<file path="config.mk">
export PLATFORM = sky130hd
export DESIGN_NAME = ivt_timer
export DESIGN_NICKNAME = d
export VERILOG_FILES = /design/src/rtl/ivt_pkg.sv /design/src/rtl/ivt_prescaler.sv /design/src/rtl/ivt_unit_counter.sv /design/src/rtl/ivt_timer.sv
export SDC_FILE = /design/constraint.sdc
export NUM_CORES = 1
export LEC_CHECK = 0
export BUFFER_PORTS_ARGS = -buffer_cell sky130_fd_sc_hd__buf_2
export CORE_MARGIN = 2
export CORE_UTILIZATION = 48
export DETAILED_ROUTE_END_ITERATION = 6
export MAX_ROUTING_LAYER = met4
export PLACE_DENSITY = 0.82
export SLEW_MARGIN = 30
export SYNTH_ARGS = -nofsm -noshare
export SYNTH_HDL_FRONTEND = slang
export SYNTH_SLANG_ARGS = --single-unit
</file>
<file path="constraint.sdc">
create_clock -name clk_i -period 1.6 [get_ports clk_i]
set_input_delay 0.08 -clock clk_i [delete_from_list [all_inputs] [get_ports clk_i]]
set_output_delay 0.08 -clock clk_i [all_outputs]
set_load 0.05 [all_outputs]
</file>
<file path="src/rtl/ivt_pkg.sv">
package ivt_pkg;

    // Default geometry of the timer
    localparam int unsigned IVT_LEN_W        = 6;
    localparam int unsigned IVT_CLK_PER_CYC  = 4;
    localparam int unsigned IVT_CYC_PER_UNIT = 63;

    // Tag expected in the two upper argument bits
    localparam logic [1:0] IVT_TAG_OK = 2'b10;

    typedef enum logic {
        IVT_IDLE = 1'b0,
        IVT_RUN  = 1'b1
    } ivt_state_e;

    function automatic logic ivt_tag_bad(input logic [1:0] tag);
        return tag != IVT_TAG_OK;
    endfunction

endpackage

</file>
<file path="src/rtl/ivt_prescaler.sv">
module ivt_prescaler #(
    parameter int unsigned PERIOD = 252,
    localparam int unsigned PW    = (PERIOD > 1) ? $clog2(PERIOD) : 1
) (
    input  logic clk_i,
    input  logic rst_i,
    input  logic clear_i,
    input  logic en_i,
    output logic tick_o
);
    localparam logic [PW-1:0] LAST = PW'(PERIOD - 1);

    logic [PW-1:0] cnt_q;

    assign tick_o = en_i && (cnt_q == LAST);

    always_ff @(posedge clk_i) begin
        if (rst_i || clear_i) begin
            cnt_q <= '0;
        end else if (en_i) begin
            cnt_q <= (cnt_q == LAST) ? '0 : cnt_q + PW'(1);
        end
    end
endmodule

</file>
<file path="src/rtl/ivt_unit_counter.sv">
module ivt_unit_counter #(
    parameter int unsigned LEN_W = 6
) (
    input  logic             clk_i,
    input  logic             rst_i,
    input  logic             load_i,
    input  logic [LEN_W-1:0] len_i,
    input  logic             tick_i,
    output logic             expire_o
);
    logic [LEN_W-1:0] left_q;

    // Last unit ends when a tick arrives with nothing left to count
    assign expire_o = tick_i && (left_q == '0);

    always_ff @(posedge clk_i) begin
        if (rst_i) begin
            left_q <= '0;
        end else if (load_i) begin
            left_q <= len_i;
        end else if (tick_i && left_q != '0) begin
            left_q <= left_q - LEN_W'(1);
        end
    end
endmodule

</file>
<file path="src/rtl/ivt_timer.sv">
module ivt_timer
    import ivt_pkg::*;
#(
    parameter int unsigned LEN_W        = IVT_LEN_W,
    parameter int unsigned CLK_PER_CYC  = IVT_CLK_PER_CYC,
    parameter int unsigned CYC_PER_UNIT = IVT_CYC_PER_UNIT
) (
    input  logic             clk_i,
    input  logic             rst_i,
    input  logic             start_i,
    input  logic [LEN_W+1:0] start_arg_i,
    input  logic             test_i,
    output logic             flag_o,
    output logic             running_o,
    output logic             warn_o,
    output logic             skip_o
);
    localparam int unsigned CLK_PER_UNIT = CLK_PER_CYC * CYC_PER_UNIT;

    ivt_state_e       state_q;
    logic             flag_q;
    logic             warn_q;
    logic             tick;
    logic             expire;
    logic [LEN_W-1:0] len_field;
    logic [1:0]       tag_field;

    assign len_field = start_arg_i[LEN_W-1:0];
    assign tag_field = start_arg_i[LEN_W+1:LEN_W];

    ivt_prescaler #(.PERIOD(CLK_PER_UNIT)) u_pre (
        .clk_i   (clk_i),
        .rst_i   (rst_i),
        .clear_i (start_i),
        .en_i    (state_q == IVT_RUN),
        .tick_o  (tick)
    );

    ivt_unit_counter #(.LEN_W(LEN_W)) u_units (
        .clk_i    (clk_i),
        .rst_i    (rst_i),
        .load_i   (start_i),
        .len_i    (len_field),
        .tick_i   (tick),
        .expire_o (expire)
    );

    always_ff @(posedge clk_i) begin
        if (rst_i) begin
            state_q <= IVT_IDLE;
            flag_q  <= 1'b0;
            warn_q  <= 1'b0;
        end else begin
            warn_q <= start_i && ivt_tag_bad(tag_field);
            if (start_i) begin
                // A start takes priority over a coinciding expiry
                state_q <= IVT_RUN;
                flag_q  <= 1'b0;
            end else if (expire) begin
                state_q <= IVT_IDLE;
                flag_q  <= 1'b1;
            end
        end
    end

    assign flag_o    = flag_q;
    assign running_o = (state_q == IVT_RUN);
    assign warn_o    = warn_q;
    assign skip_o    = test_i && flag_q;
endmodule

</file>
==> summary.md <==
| Metric | Value |
|---|---|
| Slew margin rel. | 0.793 |
| First-pass GRT wire length | 2.67 mm |
| Final setup fails | 0 |
| Syn Inst Count | 97 |
| Syn-to-layout area delta | 20.1% |
| Worst-path fanout max | 5 |
| Syn_nets | 112 |
| Min cycle time layout | 1.51 ns |
| All-Layer GR Usage | 0.182 |
| Area taken by flip-flops and latches | 347 um2 |
| Cell Rows | 15 |
| Cell Area, Synth | 891 um2 |
| Final ANT Viol Nets | 0 |
| Via count | 709 |
| Port bufs | 15 |
| Synth unique cells | 29 |
| Clock Pin Slew Worst Setup and Hold Paths | 0.10 ns |
| Gp weighted congestion | 0.776 |
| Final instance area | 1070 um2 |
| Worst path max stage delay | 0.38 ns |
| Largest net degree at the start of global routing | 12 |
| Ys Warns | 0 |
| Max cap viols | 0 |
| Fin. max-slew vios | 0 |
| Post-DP HPWL | 1.23 mm |
| Worst min-delay path class | in -> reg |
| Area of the die | 2220 um2 |
| Drt first pass iters | 4 |
| Die Wd | 47.1 um |
| WL/cell | 11.1 um |
| Num Clock Sinks | 17 |
| Placed instance area | 1010 um2 |
| Core area | 1750 um2 |
| Mean area per synthesized cell | 9.18 um2 |
| Worst-path cell chain | ha_4, nand4b_4, or2_4, o21a_1, o31a_1 |
| Post-CTS Repair Setup Buffers | 0 |
| Maximum vdd drop | 599 uV |
| Total gr overflow | 0 |
| Register area share after synthesis | 0.382 |
| Status | completed |
| Drt total wl | 1.58 mm |
| TritonCTS clock tree | yes |
| Final nets | 134 |
| Final worst path period share | 0.942 |
| RSZ-0062 raised after global routing | no |
| Initial drt markers | 4 |
| Clock tree buffer depth | 2 |
| FMAX | 663 MHz |
| H-tree Lvls | 1 |
| Antenna diodes | 0 |
| P per Cell Area | 749 nW/um2 |
| Endpoint class of the critical path | flop |
| Clock Skews | 0.00768 ns |
| Multi-input logic area | 534 um2 |
| Required @ worst endpoint | 1.79 ns |
| Min Hold Slack | 0.0180 ns |
| Antenna violations before repair | 0 |
| Pleak | 0.000429 uW |
| Arr. time, crit path | 1.70 ns |
| Die height | 47.1 um |
| Top Ports | 16 |
| Setup TNS | 0 ns |
| Vias/cell | 4.96 |
| Fraction of layout cells with a size suffix above 1 | 0.314 |
| Final hold violation count | 0 |
| CTS Buf Count | 3 |
| Critical path class | reg -> reg |
| Tightest Pin Transition | 0.308 ns |
| Layout fillers | 163 |
| Initial core utilization | 0.510 |
| Slowest-stage cell, CP | dfxtp_1 |
| Clk_lat worst skew | 0.29 ns |
| Vias in the first global route | 656 |
| Root buffer cell | clkbuf_4 |
| Startpoint types | flop |
| DRC | 0 |
| Post-synthesis register bit count | 17 |
## layout by cell type (no fill, tap or decap), drive strengths merged
master | netlist | routed
xnor2 | 5 | 5
clkinv | 1 | 2
nand4 | 3 | 3
buf | 1 | 18
mux2i | 4 | 4
and2 | 1 | 1
a21oi | 4 | 4
nand4b | 1 | 1
nor2 | 20 | 20
o31a | 1 | 1
nor2b | 1 | 1
o21ai | 1 | 1
xor2 | 3 | 3
nand2 | 7 | 7
dfxtp | 17 | 17
clkbuf | 1 | 3
ha | 3 | 3
nor3 | 4 | 4
or2 | 1 | 1
nand3b | 1 | 1
nor4b | 2 | 2
or3 | 1 | 1
o21a | 2 | 2
o221ai | 1 | 1
a211oi | 6 | 6
inv | 5 | 5
dlygate4sd3 | 0 | 1
## kinds of logic after synthesis
kind of cell | after synthesis | synth area share
buf+inv | 8 | 0.0351
mux | 4 | 0.0449
flops | 17 | 0.382
simple gates | 42 | 0.280
fa+ha+maj | 3 | 0.0421
compound gates | 15 | 0.138
xor+xnor | 8 | 0.0787
## cells in the mapped netlist
cell / n / share of area
nor3_1: 3 / 0.017
nand4_4: 1 / 0.024
nand4_1: 2 / 0.014
xnor2_1: 5 / 0.049
nor3_2: 1 / 0.011
mux2i_1: 4 / 0.045
a21oi_1: 4 / 0.022
nand4b_4: 1 / 0.027
nand3b_1: 1 / 0.0084
xor2_1: 3 / 0.029
o31a_1: 1 / 0.0098
nor4b_2: 2 / 0.034
nor2b_1: 1 / 0.0070
o221ai_1: 1 / 0.0098
buf_2: 1 / 0.0056
nor2_1: 20 / 0.084
a211oi_2: 4 / 0.056
and2_1: 1 / 0.0070
dfxtp_1: 17 / 0.38
clkinv_1: 1 / 0.0042
nand2_1: 7 / 0.029
ha_1: 3 / 0.042
or2_4: 1 / 0.0098
inv_1: 5 / 0.021
o21a_1: 2 / 0.017
a211oi_1: 2 / 0.017
clkbuf_1: 1 / 0.0042
or3_1: 1 / 0.0070
o21ai_0: 1 / 0.0056
## metal layers
metal  track usage  up-vias  wire, um
met4        0.0778        0        17
met3        0.0692        2        63
met2         0.323       11       832
li1              -      374         -
met5             -        -         0
met1         0.173      322       669
## power breakdown
group / switching [uW] / internal (uW) / total (uW) / leakage (uW)
registers: 16.8 / 438 / 455 / 0.000140
logic: 66.6 / 53.3 / 120 / 0.000271
clock network: 133 / 92.9 / 226 / 0.0000177
total: 217 / 584 / 801 / 0.000429
## path summary, 6_finish.rpt
path                          startpoint                              to  slack, ns  cells past startpoint
max          u_pre.cnt_q[0]$_SDFFE_PP0P_  u_units.left_q[5]$_SDFFE_PP0P_       0.09                      5
min                       start_arg_i[6]               warn_o$_SDFF_PP0_       0.02                      3
max reg2reg  u_pre.cnt_q[0]$_SDFFE_PP0P_  u_units.left_q[5]$_SDFFE_PP0P_       0.09                      5
min reg2reg          flag_o$_SDFFE_PP0P_             flag_o$_SDFFE_PP0P_       0.49                      1
## critical path, delay by kind of cell, from the launching register on
family                   cells  cell delay, ns
AO/OA/AOI/OAI                2            0.44
adder cells (fa/ha/maj)      1            0.17
flip-flops                   1            0.38
AND/OR/NAND/NOR              2            0.43
## per-stage QoR
step | power [uW] | setup WS (ns) | utilization | std cells
after floorplan | 541 | 0.00876 | - | 97
after global placement | 574 | 0.0690 | 0.581 | 138
after detailed placement | 580 | 0.0207 | 0.581 | 138
after CTS | 811 | 0.0113 | 0.603 | 143
after global routing | 857 | 0.0182 | 0.613 | 143
final | 801 | 0.0926 | 0.613 | 143
## repair_timing
item                                    CTS  global route
endpoints found under the setup margin    0             6
hold buffers                              1             0
hold endpoints to repair                  1             0
resized for setup                         0             5
## registers in the layout, summed over array words and instances (netlist names)
register and count:
flag_o 1, running_o 1, u_pre.cnt_q 8, u_units.left_q 6, warn_o 1
## final cells by class
cell class / count / share of cell area
Clock buffer: 3 / 0.0211
Clock inverter: 1 / 0.00468
Inverter: 6 / 0.0211
Multi-Input combinational cell: 72 / 0.499
Sequential cell: 17 / 0.324
Tap cell: 25 / 0.0292
Timing Repair Buffer: 19 / 0.101
Power figures use the tool's default switching activity.
